===== src/rtl/cfc_pkg.sv =====
package cfc_pkg;

  localparam int LINK_W = 24;
  localparam int LEN_W  = 8;
  localparam int MEM_AW = 21;
  localparam int WORD_W = 32;
  localparam int NODE_BASE_COST = 5;

  typedef enum logic [2:0] {
    S_IDLE,
    S_LINK,
    S_HREQ,
    S_HWAIT,
    S_PREQ,
    S_PWAIT,
    S_PPUSH
  } seq_state_e;

  function automatic logic [LEN_W-1:0] hdr_count(input logic [WORD_W-1:0] w);
    return w[WORD_W-1 -: LEN_W];
  endfunction

  function automatic logic [LINK_W-1:0] hdr_next(input logic [WORD_W-1:0] w);
    return w[LINK_W-1:0];
  endfunction

  function automatic logic [LINK_W-1:0] origin_mask(input logic [WORD_W-1:0] a);
    return a[LINK_W-1:0];
  endfunction

  function automatic logic [MEM_AW-1:0] word_addr(input logic [LINK_W-1:0] a);
    return {a[MEM_AW-1:2], 2'b00};
  endfunction

  function automatic logic is_term(input logic [LINK_W-1:0] a);
    return a[LINK_W-1];
  endfunction

  function automatic logic [LEN_W:0] node_cost(input logic [LEN_W-1:0] n);
    return (LEN_W+1)'(NODE_BASE_COST) + {1'b0, n};
  endfunction

endpackage


===== src/rtl/cfc_seq.sv =====
module cfc_seq
  import cfc_pkg::*;
(
  input  logic                clk,
  input  logic                rst_n,
  input  logic                start,
  input  logic [WORD_W-1:0]   start_addr,
  input  logic                at_limit,
  output logic                mem_rd_en,
  output logic [MEM_AW-1:0]   mem_rd_addr,
  input  logic                mem_rd_valid,
  input  logic [WORD_W-1:0]   mem_rd_data,
  output logic                pay_load,
  output logic [WORD_W-1:0]   pay_data,
  input  logic                pay_accept,
  output logic                walk_go,
  output logic [LINK_W-1:0]   walk_origin,
  output logic                hdr_take,
  output logic [LEN_W-1:0]    hdr_len,
  output logic [LINK_W-1:0]   hdr_link,
  output logic                busy,
  output logic                done,
  output logic                loop_stop
);

  seq_state_e         state_q;
  logic [LINK_W-1:0]  cur_q;
  logic [LINK_W-1:0]  pay_q;
  logic [LINK_W-1:0]  next_q;
  logic [LEN_W-1:0]   remain_q;
  logic               stop_q;
  logic               end_term;
  logic               end_loop;

  always_comb begin
    walk_go     = (state_q == S_IDLE) && start;
    walk_origin = origin_mask(start_addr);
    hdr_take    = (state_q == S_HWAIT) && mem_rd_valid;
    hdr_len     = hdr_count(mem_rd_data);
    hdr_link    = hdr_next(mem_rd_data);
    pay_load    = (state_q == S_PWAIT) && mem_rd_valid;
    pay_data    = mem_rd_data;
    mem_rd_en   = (state_q == S_HREQ) || (state_q == S_PREQ);
    mem_rd_addr = word_addr((state_q == S_HREQ) ? cur_q : pay_q);
    end_term    = (state_q == S_LINK) && is_term(cur_q);
    end_loop    = (state_q == S_LINK) && !is_term(cur_q) && at_limit;
    done        = end_term || end_loop;
    busy        = (state_q != S_IDLE);
    loop_stop   = stop_q;
  end

  always_ff @(posedge clk) begin
    if (!rst_n) begin
      state_q  <= S_IDLE;
      cur_q    <= '0;
      pay_q    <= '0;
      next_q   <= '0;
      remain_q <= '0;
      stop_q   <= 1'b0;
    end else begin
      if (walk_go)       stop_q <= 1'b0;
      else if (end_loop) stop_q <= 1'b1;

      case (state_q)
        S_IDLE: begin
          if (start) begin
            cur_q   <= walk_origin;
            state_q <= S_LINK;
          end
        end
        S_LINK: begin
          if (done) state_q <= S_IDLE;
          else      state_q <= S_HREQ;
        end
        S_HREQ: state_q <= S_HWAIT;
        S_HWAIT: begin
          if (mem_rd_valid) begin
            next_q   <= hdr_link;
            remain_q <= hdr_len;
            pay_q    <= cur_q + LINK_W'(4);
            if (hdr_len == '0) begin
              cur_q   <= hdr_link;
              state_q <= S_LINK;
            end else begin
              state_q <= S_PREQ;
            end
          end
        end
        S_PREQ: state_q <= S_PWAIT;
        S_PWAIT: begin
          if (mem_rd_valid) state_q <= S_PPUSH;
        end
        S_PPUSH: begin
          if (pay_accept) begin
            remain_q <= remain_q - LEN_W'(1);
            pay_q    <= pay_q + LINK_W'(4);
            if (remain_q == LEN_W'(1)) begin
              cur_q   <= next_q;
              state_q <= S_LINK;
            end else begin
              state_q <= S_PREQ;
            end
          end
        end
        default: state_q <= S_IDLE;
      endcase
    end
  end

endmodule


===== src/rtl/cfc_acct.sv =====
module cfc_acct
  import cfc_pkg::*;
#(
  parameter int LOOP_LIMIT = 8192,
  parameter int CYC_W      = 32
) (
  input  logic               clk,
  input  logic               rst_n,
  input  logic               walk_go,
  input  logic [LINK_W-1:0]  walk_origin,
  input  logic               hdr_take,
  input  logic [LEN_W-1:0]   hdr_len,
  input  logic [LINK_W-1:0]  hdr_link,
  output logic [CYC_W-1:0]   cycle_count,
  output logic [LINK_W-1:0]  progress_addr,
  output logic               at_limit
);

  localparam int NODE_W = $clog2(LOOP_LIMIT + 1);

  logic [CYC_W-1:0]  cyc_q;
  logic [LINK_W-1:0] prog_q;
  logic [NODE_W-1:0] nodes_q;

  assign at_limit      = (nodes_q == NODE_W'(LOOP_LIMIT));
  assign cycle_count   = cyc_q;
  assign progress_addr = prog_q;

  always_ff @(posedge clk) begin
    if (!rst_n) begin
      cyc_q   <= '0;
      prog_q  <= '0;
      nodes_q <= '0;
    end else if (walk_go) begin
      cyc_q   <= '0;
      prog_q  <= walk_origin;
      nodes_q <= '0;
    end else if (hdr_take) begin
      cyc_q  <= cyc_q + CYC_W'(node_cost(hdr_len));
      prog_q <= hdr_link;
      if (!at_limit) nodes_q <= nodes_q + NODE_W'(1);
    end
  end

endmodule


===== src/rtl/cfc_stream.sv =====
module cfc_stream
  import cfc_pkg::*;
(
  input  logic              clk,
  input  logic              rst_n,
  input  logic              load,
  input  logic [WORD_W-1:0] load_data,
  output logic              out_valid,
  output logic [WORD_W-1:0] out_data,
  input  logic              out_ready,
  output logic              accept
);

  logic              vld_q;
  logic [WORD_W-1:0] dat_q;

  assign out_valid = vld_q;
  assign out_data  = dat_q;
  assign accept    = vld_q && out_ready;

  always_ff @(posedge clk) begin
    if (!rst_n) begin
      vld_q <= 1'b0;
      dat_q <= '0;
    end else if (load) begin
      vld_q <= 1'b1;
      dat_q <= load_data;
    end else if (accept) begin
      vld_q <= 1'b0;
    end
  end

endmodule


===== src/rtl/cmd_chain_fetcher.sv =====
module cmd_chain_fetcher
  import cfc_pkg::*;
#(
  parameter int LOOP_LIMIT = 8192,
  parameter int CYC_W      = 32
) (
  input  logic              clk,
  input  logic              rst_n,
  input  logic              start,
  input  logic [31:0]       start_addr,
  output logic              mem_rd_en,
  output logic [20:0]       mem_rd_addr,
  input  logic              mem_rd_valid,
  input  logic [31:0]       mem_rd_data,
  output logic              out_valid,
  output logic [31:0]       out_data,
  input  logic              out_ready,
  output logic              busy,
  output logic              done,
  output logic              loop_stop,
  output logic [23:0]       progress_addr,
  output logic [CYC_W-1:0]  cycle_count
);

  logic              walk_go;
  logic [LINK_W-1:0] walk_origin;
  logic              hdr_take;
  logic [LEN_W-1:0]  hdr_len;
  logic [LINK_W-1:0] hdr_link;
  logic              pay_load;
  logic [WORD_W-1:0] pay_data;
  logic              pay_accept;
  logic              at_limit;

  cfc_seq u_seq (
    .clk          (clk),
    .rst_n        (rst_n),
    .start        (start),
    .start_addr   (start_addr),
    .at_limit     (at_limit),
    .mem_rd_en    (mem_rd_en),
    .mem_rd_addr  (mem_rd_addr),
    .mem_rd_valid (mem_rd_valid),
    .mem_rd_data  (mem_rd_data),
    .pay_load     (pay_load),
    .pay_data     (pay_data),
    .pay_accept   (pay_accept),
    .walk_go      (walk_go),
    .walk_origin  (walk_origin),
    .hdr_take     (hdr_take),
    .hdr_len      (hdr_len),
    .hdr_link     (hdr_link),
    .busy         (busy),
    .done         (done),
    .loop_stop    (loop_stop)
  );

  cfc_acct #(
    .LOOP_LIMIT (LOOP_LIMIT),
    .CYC_W      (CYC_W)
  ) u_acct (
    .clk           (clk),
    .rst_n         (rst_n),
    .walk_go       (walk_go),
    .walk_origin   (walk_origin),
    .hdr_take      (hdr_take),
    .hdr_len       (hdr_len),
    .hdr_link      (hdr_link),
    .cycle_count   (cycle_count),
    .progress_addr (progress_addr),
    .at_limit      (at_limit)
  );

  cfc_stream u_stream (
    .clk       (clk),
    .rst_n     (rst_n),
    .load      (pay_load),
    .load_data (pay_data),
    .out_valid (out_valid),
    .out_data  (out_data),
    .out_ready (out_ready),
    .accept    (pay_accept)
  );

endmodule


===== config.mk =====
export PLATFORM = sky130hd
export DESIGN_NAME = cmd_chain_fetcher
export DESIGN_NICKNAME = d
export VERILOG_FILES = /design/src/rtl/cfc_pkg.sv /design/src/rtl/cfc_seq.sv /design/src/rtl/cfc_acct.sv /design/src/rtl/cfc_stream.sv /design/src/rtl/cmd_chain_fetcher.sv
export SDC_FILE = /design/constraint.sdc
export NUM_CORES = 1
export LEC_CHECK = 0
export ABC_AREA = 1
export BUFFER_PORTS_ARGS = -buffer_cell sky130_fd_sc_hd__buf_2
export CAP_MARGIN = 25
export CORE_ASPECT_RATIO = 1.1
export CORE_MARGIN = 10
export CORE_UTILIZATION = 50
export DETAILED_ROUTE_END_ITERATION = 8
export PLACE_DENSITY_LB_ADDON = 0.15
export SLEW_MARGIN = 20
export SYNTH_ARGS = -nofsm -noshare
export SYNTH_HDL_FRONTEND = slang
export SYNTH_SLANG_ARGS = --single-unit
export TNS_END_PERCENT = 10

===== constraint.sdc =====
create_clock -name clk -period 2.06 [get_ports clk]
set_clock_uncertainty 0.05 [all_clocks]
set_input_delay 0.103 -clock clk [delete_from_list [all_inputs] [get_ports clk]]
set_output_delay 0.103 -clock clk [all_outputs]
set_load 0.01 [all_outputs]

; Yosys cells after proc, flatten, opt, wreduce, memory -nomap -nowiden
; Cells that the tools add are included.
[op_classes]
n_addsub = 6
n_eq_ne = 14
muxes = 25
bitwise = 2
n_reduce_logical = 23
[op_table]
columns = cell, n
row1 = 2-to-1 mux 24 bit, 9
row2 = case mux 24 bit (3 select lines), 1
row3 = adder 24 x 3 -> 24 bit (second input constant), 2
row4 = case mux 24 bit (2 select lines), 1
row5 = adder 32 x 9 -> 32 bit, 1
row6 = 2-to-1 mux 21 bit, 1
row7 = case mux 3 bit (7 select lines), 1
row8 = 2-to-1 mux 3 bit, 6
row9 = 2-to-1 mux 8 bit, 2
row10 = case mux 8 bit (2 select lines), 1
row11 = adder 14 x 1 -> 14 bit (second input constant), 1
row12 = equality test 14 bit (second input constant), 1
row13 = != test 2 bit (second input constant), 5
row14 = adder 3 x 8 -> 9 bit (first input constant), 1
row15 = equality test 3 bit (second input constant), 3
row16 = equality test 8 x 1 -> 1 bit (second input constant), 1
row17 = zero test 8 bit, 1
row18 = subtractor 8 x 1 -> 8 bit (second input constant), 1
row19 = logical AND 1 bit, 7
row20 = equality test 3 x 2 -> 1 bit (second input constant), 2
row21 = AND reduction 6 bit, 1
row22 = nonzero test 2 bit, 3
row23 = nonzero test 3 bit, 2
row24 = AND reduction 2 bit, 2
row25 = other kinds (11), 14
[word_totals]
regBits = 187
in_bits = 69
word_cells = 81

; Depth between registers and ports, before layout
; Gate-level depths: netlist of the first run.
[logic_depth]
word_depth = 6
mapped_depth = 15
ltp_nobuf = 15

; Modules after synthesis
; A second synthesis of the first run with hierarchy kept.
[hier_totals]
hier_cells = 1587
area_unflattened_um2 = 10443.8
[modules_own_cells]
columns = module, instances, cells_each, area_per_inst_um2
row1 = cfc_seq, 1, 762, 4929.7
row2 = cfc_acct, 1, 680, 4350.4
row3 = cfc_stream, 1, 145, 1163.6

; Least setup slack after synthesis of the first run
; OpenSTA, ideal clock, no wires.
[synth_timing]
path_kind = register to register
startpoint = reg u_acct.cyc_q[1], in the netlist u_acct.cycle_count[1]
endpoint = reg u_acct.cyc_q[31], in the netlist u_acct.cycle_count[31]
setup_time_ns = 0.115
arrival_time_ns = 2.093
required_ns = 1.895
slack_ns = -0.198
stages_incl_launch_ff = 12
n_path_buf = 0
period_less_slack_ns = 2.258
cell_sequence = dfxtp_1 ha_1 ha_1 fa_1 nand2_1 nand2_1 o21ai_0 o21ai_1 nand4_1 clkinv_1 a21oi_1 nor2_1
[synth_via]
elab_chain_len = 1
[synth_rtl]
columns = item, line_no
row1 = "start, declared", cfc_acct.sv:21  ; logic [CYC_W-1:0] cyc_q;
row2 = "start signal, assigned", cfc_acct.sv:39  ; cyc_q <= cyc_q + CYC_W'(node_cost(hdr_len));
row3 = adder 32 x 9 -> 32 bit, cfc_acct.sv:39
; No other way between the ends.
; A chain may end at the register's enable or synchronous reset.

; Worst setup path in the final report of the first run
[layout_timing]
startpoint = reg u_acct.cyc_q[1], in the netlist u_acct.cycle_count[1]
endpoint = reg u_acct.cyc_q[7], in the netlist u_acct.cycle_count[7]
; Same word-level chain as after synthesis.

==> results_dict.tcl, run 1 <==
set metrics [dict create \
    status "finished with violations" \
    violated_checks "setup timing" \
    maxSlewHeadroom 0.6462 \
    most_area_hungry_cell_type_in_the_yosys_netlist "dfxtp_1" \
    finish.net_count 1731 \
    clock-root-buffer "clkbuf_16" \
    placed_inst_area_mm2 0.01076 \
    reg2reg_depth 12 \
    synth.yosys.seq_area_share 0.3773 \
    p_per_cell_area_mw_per_mm2 957.7 \
    drt_pre_antenna_iters 5 \
    mostFrequentLayoutCell "nand2_1" \
    fin_area_mm2 0.01229 \
    r2r_slack_ns -0.11 \
    routed_wire_length_um 31230 \
    synth-seq-cells 174 \
    overflow 0 \
    htree_levels 4 \
    final_antenna_net_count 0 \
    drive_above_1_share 0.2287 \
    worstSetupEndpointType "flip-flop" \
    grt_start_max_net_pins 66 \
    floorplan.die_area_mm2 0.02431 \
    report.final.hold_viol_count 0 \
    crit_fanout 3 \
    synth-async-reset-ratio 0 \
    ys_top_cells_by_area "dfxtp_1 (38%), nand2_1 (16%), a21oi_1 (7.7%)" \
    worst-slew-pin-transition_ns 0.5259 \
    post-synth-top-area-fraction 0.3773 \
    achievable-frequency_ghz 0.4611 \
    timing.max_cap.violations 0 \
    synth_area_per_inst_um2 6.705 \
    ys_dominant_reg_cell "dfxtp_1" \
    number_of_synthesized_flops_with_an_enable_pin 0 \
    critical_register_to_register_path_startpoint "u_acct.cycle_count[1]$_SDFFE_PP0P_" \
    cts_tree "done" \
    post_synth_num_cell_types 44 \
    grt_antenna_before_repair 0 \
    startpoint_type "flip-flop" \
    globalplace.congestion 0.9333 \
    drt-wirelength-per-cell_um 16.47 \
    rsz0062_at_grt "yes" \
    die_h_um 162.5 \
    p_leak_nw 5.422 \
    grt_pass1_wl_um 49050 \
    cts.path.max_buffers 2 \
    critical_path.reg2reg.endpoint "u_acct.cycle_count[7]$_SDFFE_PP0P_" \
    chip_width_um 149.6 \
    clkSlewWorstSetupHoldPaths_ns 0.08 \
    cts_buffers 17 \
    syn2layout_area_growth_pct 33.15 \
    timing.final.ws_setup_ns -0.1087 \
    initialDrtViolationCount 612 \
    place.port_buffers 172 \
    worst-setup-path-type "flip-flop to flip-flop" \
    core_area_mm2 0.01828 \
    setup_viol_count_final 3 \
    irDropWorstVdd_v 0.0006896 \
    hold_depth 3 \
    avgViaCountPerCell 5.319 \
    fin_crit_sh 1.053 \
    worst-endpoint-arrival_ns 2.46 \
    synth.yosys.warnings 0 \
    shortest_period_the_worst_path_allows_ns 2.169 \
    synthCells 1377 \
    timing.critical_path.to "u_acct.cycle_count[7]$_SDFFE_PP0P_" \
    cts.sink_count 174 \
    ioPinCount 183 \
    timing.hold.worst.class "primary input to flip-flop" \
    detailedPlacementHpwl_um 21550 \
    crit_path_start "u_acct.cycle_count[1]$_SDFFE_PP0P_" \
    first_global_vias 9905 \
    required_time_at_the_endpoint_of_the_critical_path_ns 2.35 \
    most-common-layout-cells "nand2_1 (377), buf_2 (172), dfxtp_1 (164), a21oi_1 (138), inv_1 (118)" \
    utilization 0.6724 \
    route.detailed.drc 0 \
    n_antenna_cell 0 \
    synth_area_mm2 0.009233 \
    worstSkewPairLatency_ns 0.44 \
    placementRows 52 \
    grtUsageTotal 0.2467 \
    routed-via-count 10084 \
    effective_utilization_at_floorplan 0.5050 \
    drv_slew 0 \
]
-- report_power, final --
part           switching, W  internal, W
Clock               0.00161      0.00176
Combinational       0.00260      0.00167
Sequential         0.000337      0.00381
-- per-layer routing --
metal / GRT usage / wire (µm)
met4: 0.1196 / 1196
met3: 0.04919 / 1528
met1: 0.2732 / 12520
met2: 0.4392 / 15980
met5: 0 / 0
-- area by class of cell --
| class | instances | area, µm² |
|---|---|---|
| Multi-Input combinational cell | 1004 | 5240 |
| Clock buffer | 17 | 425.4 |
| Fill cell | 1656 | 5989 |
| Timing Repair Buffer | 313 | 2132 |
| Tap cell | 243 | 304.0 |
| Sequential cell | 174 | 3498 |
| Clock inverter | 15 | 195.2 |
| Inverter | 130 | 498.0 |
-- worst min-delay path by stage --
stage / to / from
finish: u_seq.cur_q[19]$_SDFFE_PN0P_ / rst_n
global route: u_seq.remain_q[0]$_SDFFE_PN0P_ / mem_rd_data[24]
CTS: u_seq.cur_q[19]$_SDFFE_PN0P_ / rst_n
detailed placement: u_acct.progress_addr[22]$_SDFFE_PN0P_ / start_addr[22]
global placement: u_acct.progress_addr[22]$_SDFFE_PN0P_ / start_addr[22]
floorplan: u_acct.progress_addr[22]$_SDFFE_PN0P_ / start_addr[22]
-- worst max-delay path: stages (launching register included) --
cell,delay [ns]
dfxtp_2,0.34
ha_4,0.24
ha_4,0.16
fa_2,0.35
nand2_2,0.07
nand2_2,0.06
o21ai_4,0.09
o21bai_1,0.12
buf_4,0.14
buf_4,0.13
xor2_1,0.15
o21bai_1,0.12
inv_1,0.05
-- cell families after synthesis --
| group | after synthesis | share of synthesized area |
|---|---|---|
| xor gates and xnor gates | 23 | 0.02182 |
| adders and majority gates | 22 | 0.03063 |
| and+or+nand+nor | 672 | 0.3084 |
| DFF | 174 | 0.3773 |
| other | 1 | 0.0004062 |
| buffers and inverters | 200 | 0.08971 |
| AOI/OAI and AO/OA | 285 | 0.1717 |
-- sequential cells by signal, indices dropped and copies added, names as in the netlist, 8 cells and up --
name and count:
u_stream.out_data 32, u_acct.cycle_count 32, u_seq.next_q 20, u_seq.remain_q 8
u_seq.pay_q 19, u_acct.progress_addr 24, u_seq.cur_q 20, u_acct.nodes_q 14
-- through the flow --
stage,total power [W],cells,TNS (ns),hold WS (ns),setup WS [ns]
final,0.01177,1896,-0.1184,0.01029,-0.1087
after global routing,0.01246,1896,-1.224,0.02513,-0.1758
after CTS,0.01166,1888,-0.1477,0.01142,-0.04086
after detailed placement,0.008207,1804,-1.232,0.3149,-0.1200
after global placement,0.008131,1804,-0.2563,0.3064,-0.05703
after floorplan,0.006735,1378,0,0.1958,0.005720
-- cells in the mapped netlist, types with 2 or more instances --
cell type / n
a22o_1: 20
nand2_2: 3
buf_2: 17
a211oi_1: 2
buf_6: 3
nand3_1: 88
nor4_1: 7
a21oi_1: 142
o21ai_0: 72
nor2_1: 121
o31ai_1: 2
a21o_1: 2
buf_4: 9
or2_2: 2
nand2_1: 386
nor3_2: 2
a31oi_1: 22
dfxtp_1: 174
ha_1: 21
inv_1: 123
nand3b_1: 3
o21ai_1: 7
o21a_1: 4
nand4_1: 24
xor2_1: 17
nand3_2: 2
inv_2: 6
nor3_1: 26
xnor2_1: 6
o211ai_1: 4
o21bai_1: 7
clkbuf_1: 41
-- repair_timing --
action,in CTS,in global routing
hold buffers,49,0
hold endpoints to repair,82,0
buffers inserted,3,8
setup endpoints to repair,22,114
gates resized for setup,19,59
pin swaps,6,21
No activity file was read; power rests on OpenSTA's default activity.
==> run 2, diff against run 1 <==
--- a/config.mk
+++ b/config.mk
@@ -13,6 +13,7 @@
 export CORE_UTILIZATION = 50
 export DETAILED_ROUTE_END_ITERATION = 8
 export PLACE_DENSITY_LB_ADDON = 0.15
+export SETUP_SLACK_MARGIN = 0.1
 export SLEW_MARGIN = 20
 export SYNTH_ARGS = -nofsm -noshare
 export SYNTH_HDL_FRONTEND = slang
==> results_dict.tcl, run 2 (synthesis results as in run 1) <==
set metrics [dict create \
    status "finished with violations" \
    violated_checks "setup timing" \
    sequential_cell_area_mm2 0.003507 \
    r2r_slack_ns -0.06 \
    clkSlewWorstSetupHoldPaths_ns 0.07 \
    timing.hold.worst.class "primary input to flip-flop" \
    overflow 0 \
    worst-slew-pin-transition_ns 0.7314 \
    timing.critical_path.slowest_cell_delay_ns 0.35 \
    fin_crit_sh 1.029 \
    min-delay-start "mem_rd_data[24]" \
    route.detailed.drc 0 \
    finish.net_count 1734 \
    maxSlewHeadroom 0.5119 \
    cts_buffers 17 \
    critical_path.reg2reg.endpoint "u_acct.cycle_count[19]$_SDFFE_PP0P_" \
    drt_pre_antenna_iters 5 \
    globalplace.congestion 0.9432 \
    routed-via-count 10222 \
    critPathMostFrequentCell "nand2_2" \
    htree_levels 4 \
    irDropWorstVdd_v 0.0006672 \
    critical_path_buf_inv_count 0 \
    mostFrequentLayoutCell "nand2_1" \
    worst-endpoint-arrival_ns 2.40 \
    critical_path_depth 12 \
    achievable-frequency_ghz 0.4719 \
    placementRows 52 \
    worst-setup-path-type "flip-flop to flip-flop" \
    worstSetupEndpointType "flip-flop" \
    worst_hold_path.endpoint "u_stream.out_data[24]$_SDFFE_PN0P_" \
    core_area_mm2 0.01828 \
    cts.sink_count 174 \
    grt_pass1_wl_um 48740 \
    timing.final.ws_setup_ns -0.05930 \
    routed_wire_length_um 31010 \
    setup_tns_ns -0.1003 \
    crit_path_start "u_acct.cycle_count[1]$_SDFFE_PP0P_" \
    clock-root-buffer "clkbuf_16" \
    worstSkewPairLatency_ns 0.45 \
    floorplan.die_area_mm2 0.02431 \
    first_global_vias 9911 \
    timing.max_cap.violations 0 \
    p_per_cell_area_mw_per_mm2 941.6 \
    worst_hold_slack_ns 0.02463 \
    drt-wirelength-per-cell_um 16.33 \
    drv_slew 0 \
    ioPinCount 183 \
    slowest_stage "dfxtp_4" \
    grt_start_max_net_pins 51 \
    setup_viol_count_final 4 \
    post-layout-total-power_w 0.01172 \
    multiInputGateArea_mm2 0.005355 \
    n_antenna_cell 0 \
    report.final.hold_viol_count 0 \
    initialDrtViolationCount 599 \
    final_antenna_net_count 0 \
    avgViaCountPerCell 5.383 \
    shortest_period_the_worst_path_allows_ns 2.119 \
    effective_utilization_at_floorplan 0.5050 \
    drive_above_1_share 0.2403 \
    rsz0062_at_grt "yes" \
    p_leak_nw 5.435 \
    critical_register_to_register_path_startpoint "u_acct.cycle_count[1]$_SDFFE_PP0P_" \
    grtUsageTotal 0.2446 \
    crit_fanout 4 \
    final.fill_count 1610 \
    reg2reg_depth 12 \
    timing.critical_path.cells "ha_4 > ha_4 > fa_2 > nand2_2 > nand2_2 > o21ai_4 > o21bai_1 > nand2_1 > nand2_2 > nand2_2 > xor2_1 > nor2_1" \
    most-common-layout-cells "nand2_1 (373), buf_2 (172), dfxtp_1 (163), a21oi_1 (137), inv_1 (116)" \
    cts.path.max_buffers 2 \
    critical_path.top_delay_family "adder cells" \
    startpoint_type "flip-flop" \
    hold_depth 4 \
    syn2layout_area_growth_pct 34.80 \
    die_h_um 162.5 \
    required_time_at_the_endpoint_of_the_critical_path_ns 2.34 \
    cts_tree "done" \
    grt_antenna_before_repair 0 \
    chip_width_um 149.6 \
    detailedPlacementHpwl_um 21980 \
    place.port_buffers 172 \
]
-- run 2: cell count changes in the layout (fill, tap and decap cells not counted), sizes merged --
cell and change:
dlygate4sd3 +3, bufinv -1, inv -2, clkinvlp +2
clkinv +1
-- run 2: worst max path at each step --
stage / to
finish: u_acct.cycle_count[19]$_SDFFE_PP0P_
global route: u_acct.cycle_count[19]$_SDFFE_PP0P_
CTS: u_acct.cycle_count[21]$_SDFFE_PP0P_
detailed placement: u_acct.cycle_count[18]$_SDFFE_PP0P_
global placement: u_acct.cycle_count[18]$_SDFFE_PP0P_
floorplan: u_acct.cycle_count[19]$_SDFFE_PP0P_
-- run 2: final cells by class --
type | count | share of cell area
sequential | 174 | 0.2818
multi-input combinational | 1004 | 0.4303
timing repair buffer | 316 | 0.1769
inverter | 130 | 0.04041
tap | 243 | 0.02443
clock inverter | 15 | 0.01196
clock buffer | 17 | 0.03418
-- run 2: timing repair --
action | CTS | global route
gates cloned | 0 | 0
hold endpoints to repair | 83 | 0
setup endpoints to repair | 48 | 102
buffers inserted | 5 | 5
gates resized for setup | 44 | 64
hold buffers | 52 | 0
pin swaps | 23 | 39
-- run 2: report_power, final --
group | switching, W | internal [W] | leakage [nW] | total, W
registers | 0.000323 | 0.00381 | 1.42 | 0.00414
logic | 0.00265 | 0.00175 | 3.74 | 0.00440
clock network | 0.00157 | 0.00161 | 0.279 | 0.00318
total | 0.00455 | 0.00717 | 5.43 | 0.0117
-- run 2: stage by stage --
step	setup slack [ns]	util	std cells	cell area, µm²
6_report	-0.05930	0.6807	1899	12450
5_1_grt	-0.1374	0.6807	1899	12450
4_1_cts	-0.01513	0.6655	1895	12170
3_5_place_dp	-0.07421	0.5938	1806	10860
3_3_place_gp	-0.03581	0.5938	1806	10860
2_1_floorplan	0.04515	-	1378	9304
-- run 2: worst reg2reg max path: cells and delay by family (launching register included) --
kind	cells	cell delay, ns
flops	1	0.35
simple gates	6	0.50
fa+ha+maj	3	0.73
compound gates	2	0.24
xor+xnor	1	0.14
-- run 2: metal layers --
layer / part of all wire / vias up / global-route usage
met5: 0 / - / 0
met4: 0.044 / 0 / 0.1237
met3: 0.055 / 91 / 0.05336
met2: 0.52 / 349 / 0.4424
met1: 0.38 / 4712 / 0.2605
li1: - / 5070 / -
==> run 3, diff against run 2 <==
==> constraint.sdc (replaced) <==
create_clock -name clk -period 2.3 [get_ports clk]
set_clock_uncertainty 0.05 [all_clocks]
set_input_delay 0.115 -clock clk [delete_from_list [all_inputs] [get_ports clk]]
set_output_delay 0.115 -clock clk [all_outputs]
set_load 0.01 [all_outputs]
==> results_dict.tcl, run 3 (synthesis results as in run 1) <==
set metrics [dict create \
    status "finished clean" \
    htree_levels 4 \
    globalplace.congestion 0.9362 \
    routed-via-count 9986 \
    cts_buffers 17 \
    clock_power_share 0.282 \
    multiInputGateArea_mm2 0.005244 \
    sequentialPowerShare 0.362 \
    grt_pass1_wl_um 47960 \
    maxSlewHeadroom 0.5428 \
    sequential_cell_area_mm2 0.003493 \
    worst_hold_slack_ns 0.02217 \
    worstSetupEndpointType "flip-flop" \
    ioPinCount 183 \
    timing.hold.worst.class "primary input to flip-flop" \
    rsz0062_at_grt "yes" \
    cts.sink_count 174 \
    irDropWorstVdd_v 0.0006566 \
    grt_antenna_before_repair 0 \
    setup_tns_ns 0 \
    overflow 0 \
    place.port_buffers 172 \
    use_met2 0.4319 \
    mostFrequentLayoutCell "nand2_1" \
    initialDrtViolationCount 760 \
    routed_wire_length_um 30580 \
    timing.max_cap.violations 0 \
    crit_fanout 4 \
    finish.net_count 1696 \
    fin_crit_sh 0.9323 \
    worstSkewPairLatency_ns 0.44 \
    die_h_um 162.5 \
    cts.path.max_buffers 2 \
    drive_above_1_share 0.2052 \
    required_time_at_the_endpoint_of_the_critical_path_ns 2.58 \
    syn2layout_area_growth_pct 29.31 \
    grt_most_used_layer "met2" \
    p_per_cell_area_mw_per_mm2 858.7 \
    first_global_vias 9489 \
    clkSlewWorstSetupHoldPaths_ns 0.08 \
    gr-usage-met1 0.2685 \
    achievable-frequency_ghz 0.4664 \
    placementRows 52 \
    floorplan.die_area_mm2 0.02431 \
    shortest_period_the_worst_path_allows_ns 2.144 \
    power.share.combinational 0.356 \
    final.fill_count 1674 \
    stdcell_count 1861 \
    effective_utilization_at_floorplan 0.5050 \
    avgViaCountPerCell 5.366 \
    worst-slew-pin-transition_ns 0.6851 \
    detailedPlacementHpwl_um 21200 \
    drv_slew 0 \
    switching_power_w 0.003999 \
    grtUsageTotal 0.2409 \
    final_antenna_net_count 0 \
    worst-setup-path-type "flip-flop to flip-flop" \
    core_area_mm2 0.01828 \
    dp.cells 1769 \
    most-common-layout-cells "nand2_1 (379), buf_2 (172), dfxtp_1 (166), a21oi_1 (138), inv_1 (118)" \
    power.internal_w 0.006253 \
    chip_width_um 149.6 \
    drt_pre_antenna_iters 5 \
    setup_viol_count_final 0 \
    drt-wirelength-per-cell_um 16.43 \
    p_leak_nw 5.156 \
    grt_use_met3 0.05003 \
    grt_start_max_net_pins 41 \
    clock-root-buffer "clkbuf_16" \
    power.switching_fraction 0.3900 \
    post-layout-total-power_w 0.01025 \
    startpoint_type "flip-flop" \
    route.detailed.drc 0 \
    worst-endpoint-arrival_ns 2.42 \
    report.final.hold_viol_count 0 \
    n_antenna_cell 0 \
    cts_tree "done" \
]
[run 3: cell count changes in the layout (fill, tap and decap cells not counted), sizes merged]
cell / change
buf: -38
inv: +1
clkbuf: +2
clkinvlp: +1
clkinv: -3
dlygate4sd3: -1
[run 3: area by class of cell]
type                    instances  share of cell area
repair buffers                277              0.1515
clock buffers                  19             0.03710
repair inverters                1           0.0006288
flip-flops and latches        174              0.2926
inverters                     130             0.04171
clock inverters                13             0.01174
well taps                     243             0.02547
multi-input cells            1004              0.4392
[run 3: final timing paths]
check / start / to / slack, ns / depth (start not counted)
hold / removal: start_addr[21] / u_acct.progress_addr[21]$_SDFFE_PN0P_ / 0.02 / 3
setup / recovery: u_acct.cycle_count[1]$_SDFFE_PP0P_ / u_acct.cycle_count[19]$_SDFFE_PP0P_ / 0.16 / 12
setup reg to reg: u_acct.cycle_count[1]$_SDFFE_PP0P_ / u_acct.cycle_count[19]$_SDFFE_PP0P_ / 0.16 / 12
hold reg to reg: u_stream.out_data[29]$_SDFFE_PN0P_ / u_stream.out_data[29]$_SDFFE_PN0P_ / 0.41 / 2
[run 3: stage by stage]
stage / setup WS (ns) / instance area (µm²) / util
2_1_floorplan: 0.1356 / 9240 / -
3_3_place_gp: 0.01575 / 10440 / 0.5710
3_5_place_dp: -0.03944 / 10440 / 0.5710
4_1_cts: 0.06744 / 11550 / 0.6319
5_1_grt: -0.03093 / 11940 / 0.6530
6_report: 0.1557 / 11940 / 0.6530
[run 3: critical path, stage by stage (launching register included)]
cell and delay [ns]:
dfxtp_1 0.37, ha_4 0.22, ha_4 0.16, fa_2 0.34, nand2_1 0.10, nand2_2 0.08
o21ai_4 0.09, o21bai_1 0.14, nand2_1 0.10, nand2_2 0.10, nand2_2 0.10, xor2_1 0.14
nor2_1 0.05
[run 3: power by group through the flow]
stage / clock network [W] / registers (W) / logic (W)
after CTS: 0.00295 / 0.00369 / 0.00347
after global routing: 0.00307 / 0.00375 / 0.00409
final: 0.00290 / 0.00371 / 0.00365
after detailed placement: 0 / 0.00375 / 0.00338
after floorplan: 0 / 0.00372 / 0.00231
after global placement: 0 / 0.00374 / 0.00334
[run 3: timing repair]
action / in CTS / in global routing
resized for setup: 8 / 63
endpoints found under the hold margin: 79 / 0
cloned: 0 / 1
pin swaps: 0 / 17
setup buffers: 0 / 8
setup endpoints to repair: 28 / 95
hold buffers: 51 / 0
[run 3: routing by layer]
layer  wire (µm)  vias up
met2       15640      333
li1            -     4992
met1       11990     4593
met4        1113        0
met3        1843       68
met5           0        -
